`src/rtl/usreq_pkg.sv`:
```
package usreq_pkg;
   typedef enum logic [2:0] {
      K_MRD  = 3'd0,
      K_MWR  = 3'd1,
      K_IORD = 3'd2,
      K_IOWR = 3'd3,
      K_MSI  = 3'd4
   } req_kind_e;

   localparam int CMD_W   = 16;
   localparam int CB_IO   = 0;
   localparam int CB_MEM  = 1;
   localparam int CB_BME  = 2;
   localparam int CB_PERR = 6;
   localparam int CB_SERR = 8;

   localparam logic [CMD_W-1:0] RW_MASK =
      CMD_W'((1 << CB_IO) | (1 << CB_MEM) | (1 << CB_BME) | (1 << CB_PERR));

   localparam logic [1:0] CPL_SC = 2'd0;
   localparam logic [1:0] CPL_UR = 2'd1;

   function automatic logic kind_is_read(input logic [2:0] k);
      return (k == K_MRD) || (k == K_IORD);
   endfunction
endpackage

```
`src/rtl/usreq_cmd_reg.sv`:
```
module usreq_cmd_reg
   import usreq_pkg::*;
#(
   parameter bit SERR_ONCE = 1'b1
) (
   input  logic             clk,
   input  logic             rst_n,
   input  logic             cfg_wr,
   input  logic [CMD_W-1:0] cfg_wdata,
   input  logic             par_err_evt,
   input  logic             sts_clr,
   input  logic             devctl_err_en,
   output logic [CMD_W-1:0] cmd,
   output logic             mdpe_sts,
   output logic             serr_msg_en
);
   logic [CMD_W-1:0] rw_q;
   logic             serr_q;
   logic             mdpe_q;

   always_ff @(posedge clk or negedge rst_n) begin
      if (!rst_n)      rw_q <= '0;
      else if (cfg_wr) rw_q <= cfg_wdata & RW_MASK;
   end

   generate
      if (SERR_ONCE) begin : g_serr_once
         logic lock_q;
         always_ff @(posedge clk or negedge rst_n) begin
            if (!rst_n) begin
               serr_q <= 1'b0;
               lock_q <= 1'b0;
            end else if (cfg_wr) begin
               lock_q <= 1'b1;
               if (!lock_q) serr_q <= cfg_wdata[CB_SERR];
            end
         end
      end else begin : g_serr_rw
         always_ff @(posedge clk or negedge rst_n) begin
            if (!rst_n)      serr_q <= 1'b0;
            else if (cfg_wr) serr_q <= cfg_wdata[CB_SERR];
         end
      end
   endgenerate

   always_ff @(posedge clk or negedge rst_n) begin
      if (!rst_n)                          mdpe_q <= 1'b0;
      else if (par_err_evt && rw_q[CB_PERR]) mdpe_q <= 1'b1;
      else if (sts_clr)                    mdpe_q <= 1'b0;
   end

   always_comb begin
      cmd          = rw_q;
      cmd[CB_SERR] = serr_q;
   end

   assign mdpe_sts    = mdpe_q;
   assign serr_msg_en = serr_q | devctl_err_en;
endmodule

```
`src/rtl/usreq_stage.sv`:
```
module usreq_stage
   import usreq_pkg::*;
#(
   parameter int AW  = 32,
   parameter int BEW = 4,
   parameter int TW  = 8,
   parameter int LW  = 10
) (
   input  logic           clk,
   input  logic           rst_n,
   input  logic           bme,
   input  logic           q_full,
   input  logic           in_valid,
   output logic           in_ready,
   input  logic [2:0]     in_kind,
   input  logic [AW-1:0]  in_addr,
   input  logic [BEW-1:0] in_be,
   input  logic [TW-1:0]  in_tag,
   input  logic [LW-1:0]  in_len,
   output logic           out_valid,
   input  logic           out_ready,
   output logic [2:0]     out_kind,
   output logic [AW-1:0]  out_addr,
   output logic [BEW-1:0] out_be,
   output logic [TW-1:0]  out_tag,
   output logic [LW-1:0]  out_len,
   output logic           out_inv,
   output logic           push,
   output logic [TW-1:0]  push_tag
);
   logic           ov_q, inv_q;
   logic [2:0]     kind_q;
   logic [AW-1:0]  addr_q;
   logic [BEW-1:0] be_q;
   logic [TW-1:0]  tag_q;
   logic [LW-1:0]  len_q;
   logic           take, rd, kill;

   assign in_ready = (!ov_q || out_ready) && !q_full;
   assign take     = in_valid && in_ready;
   assign rd       = kind_is_read(in_kind);
   assign kill     = !bme;
   assign push     = take && kill && rd;
   assign push_tag = in_tag;

   always_ff @(posedge clk or negedge rst_n) begin
      if (!rst_n)         ov_q <= 1'b0;
      else if (take)      ov_q <= 1'b1;
      else if (out_ready) ov_q <= 1'b0;
   end

   always_ff @(posedge clk or negedge rst_n) begin
      if (!rst_n) begin
         kind_q <= '0;
         addr_q <= '0;
         be_q   <= '0;
         tag_q  <= '0;
         len_q  <= '0;
         inv_q  <= 1'b0;
      end else if (take) begin
         kind_q <= in_kind;
         addr_q <= kill ? '0 : in_addr;
         be_q   <= (kill && !rd) ? '0 : in_be;
         tag_q  <= in_tag;
         len_q  <= in_len;
         inv_q  <= kill;
      end
   end

   assign out_valid = ov_q;
   assign out_kind  = kind_q;
   assign out_addr  = addr_q;
   assign out_be    = be_q;
   assign out_tag   = tag_q;
   assign out_len   = len_q;
   assign out_inv   = inv_q;
endmodule

```
`src/rtl/usreq_urq.sv`:
```
module usreq_urq #(
   parameter int TW    = 8,
   parameter int DEPTH = 4
) (
   input  logic          clk,
   input  logic          rst_n,
   input  logic          push,
   input  logic [TW-1:0] push_tag,
   input  logic          pop,
   output logic          empty,
   output logic          full,
   output logic [TW-1:0] head_tag
);
   generate
      if (DEPTH == 1) begin : g_single
         logic          v_q;
         logic [TW-1:0] t_q;
         always_ff @(posedge clk or negedge rst_n) begin
            if (!rst_n) begin
               v_q <= 1'b0;
               t_q <= '0;
            end else if (push) begin
               v_q <= 1'b1;
               t_q <= push_tag;
            end else if (pop) begin
               v_q <= 1'b0;
            end
         end
         assign empty    = !v_q;
         assign full     = v_q;
         assign head_tag = t_q;
      end else begin : g_ring
         localparam int PW = $clog2(DEPTH);
         localparam int CW = $clog2(DEPTH + 1);
         logic [TW-1:0] mem [DEPTH];
         logic [PW-1:0] wp_q, rp_q;
         logic [CW-1:0] cnt_q;

         function automatic logic [PW-1:0] bump(input logic [PW-1:0] p);
            return (p == PW'(DEPTH - 1)) ? '0 : p + PW'(1);
         endfunction

         always_ff @(posedge clk) begin
            if (push) mem[wp_q] <= push_tag;
         end

         always_ff @(posedge clk or negedge rst_n) begin
            if (!rst_n) begin
               wp_q  <= '0;
               rp_q  <= '0;
               cnt_q <= '0;
            end else begin
               if (push) wp_q <= bump(wp_q);
               if (pop)  rp_q <= bump(rp_q);
               if (push && !pop)      cnt_q <= cnt_q + CW'(1);
               else if (pop && !push) cnt_q <= cnt_q - CW'(1);
            end
         end

         assign empty    = (cnt_q == '0);
         assign full     = (cnt_q == CW'(DEPTH));
         assign head_tag = mem[rp_q];
      end
   endgenerate
endmodule

```
`src/rtl/usreq_cpl_mux.sv`:
```
module usreq_cpl_mux
   import usreq_pkg::*;
#(
   parameter int TW = 8
) (
   input  logic          pri_valid,
   output logic          pri_ready,
   input  logic [TW-1:0] pri_tag,
   input  logic [1:0]    pri_status,
   input  logic          q_empty,
   input  logic [TW-1:0] q_head,
   output logic          q_pop,
   output logic          sec_valid,
   input  logic          sec_ready,
   output logic [TW-1:0] sec_tag,
   output logic [1:0]    sec_status
);
   always_comb begin
      pri_ready = sec_ready;
      q_pop     = 1'b0;
      if (pri_valid) begin
         sec_valid  = 1'b1;
         sec_tag    = pri_tag;
         sec_status = pri_status;
      end else begin
         sec_valid  = !q_empty;
         sec_tag    = q_head;
         sec_status = CPL_UR;
         q_pop      = !q_empty && sec_ready;
      end
   end
endmodule

```
`src/rtl/usreq_gate.sv`:
```
module usreq_gate
   import usreq_pkg::*;
#(
   parameter int AW        = 32,
   parameter int BEW       = 4,
   parameter int TW        = 8,
   parameter int LW        = 10,
   parameter int UR_DEPTH  = 4,
   parameter bit SERR_ONCE = 1'b1
) (
   input  logic             clk,
   input  logic             rst_n,
   input  logic             cfg_wr,
   input  logic [CMD_W-1:0] cfg_wdata,
   output logic [CMD_W-1:0] cfg_rdata,
   input  logic             devctl_err_en,
   output logic             serr_msg_en,
   input  logic             par_err_evt,
   input  logic             sts_clr,
   output logic             mdpe_sts,
   input  logic             dn_mem_hit,
   input  logic             dn_io_hit,
   output logic             dn_mem_claim,
   output logic             dn_io_claim,
   input  logic             up_in_valid,
   output logic             up_in_ready,
   input  logic [2:0]       up_in_kind,
   input  logic [AW-1:0]    up_in_addr,
   input  logic [BEW-1:0]   up_in_be,
   input  logic [TW-1:0]    up_in_tag,
   input  logic [LW-1:0]    up_in_len,
   output logic             up_out_valid,
   input  logic             up_out_ready,
   output logic [2:0]       up_out_kind,
   output logic [AW-1:0]    up_out_addr,
   output logic [BEW-1:0]   up_out_be,
   output logic [TW-1:0]    up_out_tag,
   output logic [LW-1:0]    up_out_len,
   output logic             up_out_inv,
   input  logic             pri_cpl_valid,
   output logic             pri_cpl_ready,
   input  logic [TW-1:0]    pri_cpl_tag,
   input  logic [1:0]       pri_cpl_status,
   output logic             sec_cpl_valid,
   input  logic             sec_cpl_ready,
   output logic [TW-1:0]    sec_cpl_tag,
   output logic [1:0]       sec_cpl_status
);
   generate
      if (AW < 2)       begin : g_bad_aw  $error("AW too small");       end
      if (BEW < 1)      begin : g_bad_bew $error("BEW must be >= 1");   end
      if (TW < 1)       begin : g_bad_tw  $error("TW must be >= 1");    end
      if (LW < 1)       begin : g_bad_lw  $error("LW must be >= 1");    end
      if (UR_DEPTH < 1) begin : g_bad_q   $error("UR_DEPTH must be >= 1"); end
   endgenerate

   logic [CMD_W-1:0] cmd;
   logic             q_full, q_empty, q_push, q_pop;
   logic [TW-1:0]    q_push_tag, q_head;

   usreq_cmd_reg #(.SERR_ONCE(SERR_ONCE)) u_cmd (
      .clk(clk), .rst_n(rst_n), .cfg_wr(cfg_wr), .cfg_wdata(cfg_wdata),
      .par_err_evt(par_err_evt), .sts_clr(sts_clr),
      .devctl_err_en(devctl_err_en), .cmd(cmd), .mdpe_sts(mdpe_sts),
      .serr_msg_en(serr_msg_en)
   );

   usreq_stage #(.AW(AW), .BEW(BEW), .TW(TW), .LW(LW)) u_stage (
      .clk(clk), .rst_n(rst_n), .bme(cmd[CB_BME]), .q_full(q_full),
      .in_valid(up_in_valid), .in_ready(up_in_ready), .in_kind(up_in_kind),
      .in_addr(up_in_addr), .in_be(up_in_be), .in_tag(up_in_tag),
      .in_len(up_in_len), .out_valid(up_out_valid), .out_ready(up_out_ready),
      .out_kind(up_out_kind), .out_addr(up_out_addr), .out_be(up_out_be),
      .out_tag(up_out_tag), .out_len(up_out_len), .out_inv(up_out_inv),
      .push(q_push), .push_tag(q_push_tag)
   );

   usreq_urq #(.TW(TW), .DEPTH(UR_DEPTH)) u_urq (
      .clk(clk), .rst_n(rst_n), .push(q_push), .push_tag(q_push_tag),
      .pop(q_pop), .empty(q_empty), .full(q_full), .head_tag(q_head)
   );

   usreq_cpl_mux #(.TW(TW)) u_mux (
      .pri_valid(pri_cpl_valid), .pri_ready(pri_cpl_ready),
      .pri_tag(pri_cpl_tag), .pri_status(pri_cpl_status),
      .q_empty(q_empty), .q_head(q_head), .q_pop(q_pop),
      .sec_valid(sec_cpl_valid), .sec_ready(sec_cpl_ready),
      .sec_tag(sec_cpl_tag), .sec_status(sec_cpl_status)
   );

   assign cfg_rdata    = cmd;
   assign dn_mem_claim = dn_mem_hit & cmd[CB_MEM];
   assign dn_io_claim  = dn_io_hit & cmd[CB_IO];
endmodule

```
`config.mk`:
```
export PLATFORM = sky130hd
export DESIGN_NAME = usreq_gate
export DESIGN_NICKNAME = d
export VERILOG_FILES = /design/src/rtl/usreq_pkg.sv /design/src/rtl/usreq_cmd_reg.sv /design/src/rtl/usreq_stage.sv /design/src/rtl/usreq_urq.sv /design/src/rtl/usreq_cpl_mux.sv /design/src/rtl/usreq_gate.sv
export SDC_FILE = /design/constraint.sdc
export NUM_CORES = 1
export LEC_CHECK = 0
export BUFFER_PORTS_ARGS = -buffer_cell sky130_fd_sc_hd__buf_2
export CAP_MARGIN = 20
export CORE_ASPECT_RATIO = 1.4
export CORE_UTILIZATION = 38
export DETAILED_ROUTE_END_ITERATION = 7
export PLACE_DENSITY_LB_ADDON = 0.3
export SKIP_CTS_REPAIR_TIMING = 1
export SYNTH_ARGS = -nofsm -noshare
export SYNTH_HDL_FRONTEND = slang
export SYNTH_SLANG_ARGS = --single-unit
```
`constraint.sdc`:
```
create_clock -name clk -period 7.01 [get_ports clk]
set_input_delay 0.701 -clock clk [delete_from_list [all_inputs] [get_ports clk]]
set_output_delay 0.701 -clock clk [all_outputs]
set_load 0.005 [all_outputs]
```
Word level (Yosys, flattened, before mapping). Memories as Yosys holds them, arrays and structs flattened. Index checks and enable logic that the tools add are counted.

Flip-flop bits (word level): 73. Bits in writable memories: 32. Word-level logic and storage cells: 67. Memories kept: 1.

Add/sub/neg operators: 4. Equality and inequality tests: 4. Mux-type cells: 16. Bitwise operators: 4. Reduce and logical (&&, ||, !) cells: 24.

Memories: u_urq.g_ring.mem (words 4, bits a word 8, read ports 1, clocked after memory_dff 0, wr ports 1, RTL line usreq_urq.sv:35) `logic [TW-1:0] mem [DEPTH];`.

Operator list (number): 2-to-1 mux 32 bit (1); logical AND 1 bit (9); 2-to-1 mux 1 bit (8); 2-to-1 mux 8 bit (1); zero test 1 bit (7); zero test 3 bit (2); 2-to-1 mux 2 bit (3); 2-to-1 mux 3 bit (2); nonzero test 2 bit (3); adder 2 x 1 -> 2 bit, second input constant (2); == test 2 bit, second input constant (2); 2-to-1 mux 4 bit (1); adder 3 x 1 -> 3 bit, second input constant (1); == test 3 x 2 -> 1 bit, second input constant (1); == test 3 bit, second input constant (1); subtractor 3 x 1 -> 3 bit, second input constant (1); AND 1 bit (2); logical OR 1 bit (2); AND reduction 2 bit (1); inverter 1 bit (1); bitwise OR 1 bit (1).

Longest topological paths before layout.
Word-level depth: 10. Depth in mapped cells: 9. Depth with buffers taken out: 9.

Hierarchy. Synthesis repeated with hierarchy kept, for this count alone.

Cells, all modules: 343. Area total of the unflattened synthesis: 4599.4 um2.

By module, submodules not included: usreq_stage (times used 1, cells an instance 217, area each 2493.6 um2, sequential area each 1476.4 um2); usreq_urq (times used 1, cells an instance 79, area each 1567.8 um2, sequential area each 1136.1 um2); usreq_cmd_reg (times used 1, cells an instance 31, area each 367.9 um2, sequential area each 175.2 um2); usreq_cpl_mux (times used 1, cells an instance 14, area each 157.7 um2, sequential area each 0.0 um2); usreq_gate (times used 1, cells an instance 2, area each 12.5 um2, sequential area each 0.0 um2).

Worst setup path before layout. No wires, ideal clock.

Path kind: in2reg. Start: in up_in_kind[0]. End: reg u_urq.g_ring.cnt_q[2]. Setup time: 0.079 ns. Arrival: 2.354 ns. Path slack: 4.577 ns. Stages: 8. Cell sequence: or3_1 nor4_4 ha_1 inv_1 fa_1 xor2_1 nor2_1 xor2_1.

Cells in the longest elaborated chain, start to end: 6. Elaborated cells on any way between the ends: 9.

Ends and longest elaborated chain: start, declared (RTL line usreq_gate.sv:27) `input logic [2:0] up_in_kind,`; == test 3 x 2 -> 1 bit / zero test 3 bit (equally long branches) (RTL line usreq_pkg.sv:24) `return (k == K_MRD) || (k == K_IORD);`; logical OR 1 bit (*) (RTL line usreq_pkg.sv:24); logical AND 1 bit (*) (RTL line usreq_stage.sv:43) `assign push = take && kill && rd;`; net q_push (RTL line usreq_gate.sv:58) `logic q_full, q_empty, q_push, q_pop;`; zero test 1 bit (RTL line usreq_urq.sv:56) `else if (pop && !push) cnt_q <= cnt_q - CW'(1);`; logical AND 1 bit (RTL line usreq_urq.sv:56); nonzero test 2 bit (no line); end signal, assigned (RTL line usreq_urq.sv:55) `if (push && !pop) cnt_q <= cnt_q + CW'(1);`; end signal, assigned (RTL line usreq_urq.sv:56); end, declared (RTL line usreq_urq.sv:37) `logic [CW-1:0] cnt_q;`.

The timed path passes the listed nets; every way through them passes the cells marked *. A chain may end at the register's enable or synchronous reset.

Worst setup path after layout.
Start: reg u_urq.g_ring.rp_q[0]. End: out sec_cpl_tag[0].

Cells in the longest elaborated chain, start to end: 2.

Ends and longest elaborated chain: start, declared (RTL line usreq_urq.sv:36) `logic [PW-1:0] wp_q, rp_q;`; start signal, assigned (RTL line usreq_urq.sv:54) `if (pop) rp_q <= bump(rp_q);`; memory read (4 x 8 bit); 2-to-1 mux 8 bit (RTL line usreq_cpl_mux.sv:21) `if (pri_valid) begin`; end, declared (RTL line usreq_gate.sv:46) `output logic [TW-1:0] sec_cpl_tag,`.

Every way passes these cells.

==> flow_metrics.py <==
metrics = {
    "critical_path": {
        "r2r_setup_slack_ps": 4460,
        "cp_cell_sequence": "mux4_2, mux2_2, buf_2",
        "cp.arrival_ps": 2010,
        "reg2regPathDepth": 9,
        "path_buf_inv": 1,
        "critPathCaptureType": "output pin",
        "path_max_fanout": 11,
        "r2r-start": "u_cmd.rw_q[2]",
        "slowest_delay_ps": 700,
        "r2r-end": "u_urq.g_ring.cnt_q[2]",
        "path_class": "reg2out",
        "cp.required_ps": 6310,
        "crit_family": "multiplexers",
        "start_kind": "register",
        "slowest_stage": "dfrtp_1",
    },
    "route": {
        "dr.pass1.iters": 4,
        "vias": 3224,
        "drt-total-wl_mm": 9.68,
        "via_per_inst": 4.98,
        "avgRoutedWirePerCell_um": 15.0,
        "drc": 0,
        "drtAntennaViolNets": 0,
        "drt_iter0_markers": 89,
    },
    "grt": {
        "grt_pass1_wl_mm": 15.5,
        "grt.overflow.total": 0,
        "grt_max_degree": 74,
        "grt_use_total": 0.161,
        "grt_pass1_vias": 3273,
        "antenna_found_initial": 0,
    },
    "clock_tree": {
        "clk_pin_slew_worst_paths_ps": 70,
        "clk_path_buf_depth": 2,
        "cts_max_level": 3,
        "cts_made_buffers": 9,
        "cts_tree": "done",
        "clk_latency_ps": 340,
        "cts_sinks": 105,
        "root_buffer": "clkbuf_16",
    },
    "sta": {
        "finalSetupViolCount": 0,
        "worst_clock_skew_ps": 8.77,
        "period_minus_slack_ps": 2710,
        "rsz0062_at_grt": "no",
        "fmax_ghz": 0.369,
        "tightest_slew_ps": 945,
        "finalMaxSlewViolations": 0,
        "maxSlewHeadroom": 0.370,
        "tns_ps": 0,
        "hold_viol": 0,
        "finalCritPeriodShare": 0.386,
    },
    "placed_design": {
        "place_congestion": 0.711,
        "place.port_buffers": 164,
        "dp_hpwl_mm": 6.52,
    },
    "floorplan": {
        "rows": 47,
        "die_h_um": 132,
        "die_x_um": 94.7,
        "fp.coreArea_um2": 11800,
        "ios": 187,
        "die_area_um2": 12500,
        "start_util": 0.388,
    },
    "synthesis": {
        "synthArstFlopShare": 0.695,
        "synth-simple-area-share": 0.0671,
        "synth_compound_gate_area_share": 0.104,
        "syn_area_per_cell_um2": 13.2,
        "ys_seq_area_frac": 0.610,
        "synthCells": 346,
        "synth_most_common_cell": "dfrtp_1",
        "synth_ff_type": "dfrtp_1",
        "synth_cell_types": 30,
        "synth_common_cells": "73 x dfrtp_1, 38 x o21ai_0, 37 x mux2_2, 37 x nand2_1, 37 x o31ai_1",
        "yosysWarnings": 0,
        "synth.area.mux_share": 0.137,
        "synth-adder-area-share": 0.0208,
        "synth_area_um2": 4570,
        "synth_top_area_cell": "dfrtp_1",
        "synth_area_leaders": "dfrtp_1 40%, edfxtp_1 21%, mux2_2 9.1%",
        "synth_top_area_share": 0.400,
        "synth-xor-area-share": 0.00575,
        "synth_top_family_by_area": "multiplexers",
        "synth_edf_count": 32,
        "ys_ff_latch": 105,
    },
    "status": {
        "status": "completed",
    },
    "layout": {
        "antenna_cells": 0,
        "multi_input_area_um2": 1580,
        "drive_above_1_share": 0.468,
        "finalNetCount": 598,
        "final-seq-area_um2": 2790,
        "areaGrowthSynthToFinish_pct": 25.3,
        "num-fill-cells": 1099,
    },
    "pwr": {
        "power_mw": 1.95,
        "max-vdd-ir-drop_v": 0.000133,
        "p_leak_nw": 2.66,
        "powerDensity_nw_per_um2": 340,
    },
    "flow_run": {
        "drv_cap": 0,
    },
    "worst_hold_path": {
        "hold_end": "u_cmd.g_serr_once.lock_q",
        "whs_path_depth": 1,
        "holdCritStartpoint": "u_cmd.g_serr_once.lock_q",
        "hold_class": "reg2reg",
    },
}
-- worst max-delay path by stage --
stage / depth (start not counted) / end / from / slack (ps)
after global routing: 3 / sec_cpl_tag[7] / u_urq.g_ring.rp_q[0] / 4150
after detailed placement: 5 / u_stage.out_kind[1] / up_in_valid / 4180
after global placement: 5 / u_stage.out_len[7] / up_in_valid / 4250
after floorplan: 8 / u_urq.g_ring.cnt_q[2] / up_in_kind[0] / 4580
after CTS: 3 / sec_cpl_tag[1] / u_urq.g_ring.rp_q[0] / 4210
final: 3 / sec_cpl_tag[0] / u_urq.g_ring.rp_q[0] / 4300
-- cell usage in the layout, fill, tap and decap left out, types with 3 or more instances in the layout --
| master | n |
|---|---|
| nand2b_1 | 3 |
| o21ai_0 | 38 |
| clkbuf_16 | 9 |
| o31ai_1 | 37 |
| clkbuf_1 | 3 |
| conb_1 | 11 |
| mux2_2 | 37 |
| nand2_1 | 37 |
| buf_4 | 5 |
| buf_2 | 163 |
| nor2_1 | 4 |
| mux4_2 | 8 |
| and2_1 | 7 |
| ha_1 | 6 |
| edfxtp_1 | 32 |
| inv_1 | 6 |
| dfrtp_1 | 73 |
-- routing by layer --
layer	routed length, um	GRT usage	vias to the layer above
met5	0	0	-
met4	142	0.0589	0
met3	645	0.0463	12
met2	5010	0.271	134
met1	3880	0.192	1565
li1	-	-	1513
-- worst register-to-register path: stages (launching register included) --
cell     delay [ps]
dfrtp_1         360
buf_4           240
or3_1           470
nor4_4          310
ha_1            260
inv_1            60
fa_1            370
xor2_1          150
nor2_1          110
xor2_1          150
-- cell type report --
cell class,instances,share of cell area
inverters,6,0.00393
multi-input cells,205,0.275
clock inverters,3,0.00787
flip-flops and latches,105,0.487
well taps,147,0.0321
repair buffers,169,0.153
clock buffers,12,0.0413
-- flip-flops by register name (all words and copies together), names as in the netlist --
register / cells
u_stage.out_addr: 32
u_urq.g_ring.mem: 32
u_stage.out_len: 10
u_stage.out_tag: 8
u_cmd.rw_q: 4
u_stage.out_be: 4
u_stage.out_kind: 3
u_urq.g_ring.cnt_q: 3
u_urq.g_ring.rp_q: 2
u_urq.g_ring.wp_q: 2
u_cmd.g_serr_once.lock_q: 1
u_cmd.mdpe_sts: 1
u_cmd.serr_q: 1
u_stage.out_inv: 1
u_stage.out_valid: 1
-- metrics by stage --
stage                     utilization  setup WS, ps  instances  area (um^2)  hold WS, ps
after global routing            0.487          4150        647         5720          499
final                           0.487          4300        647         5720          481
after detailed placement        0.461          4180        631         5420          461
after floorplan                     -          4580        356         4600          405
after global placement          0.461          4250        631         5420          451
after CTS                       0.485          4210        646         5700          479
-- cell families after synthesis --
logic type / after synthesis
mux: 47
other cells: 1
flops: 105
fa+ha+maj: 7
xor+xnor: 3
buf+inv: 46
compound gates: 76
simple gates: 61
-- where the power goes --
part           switching (mW)  internal (mW)  leakage, nW
Combinational           0.263          0.305         1.34
Clock                   0.206          0.275        0.129
Sequential              0.112          0.784         1.19
Power figures use the tool's default switching activity.
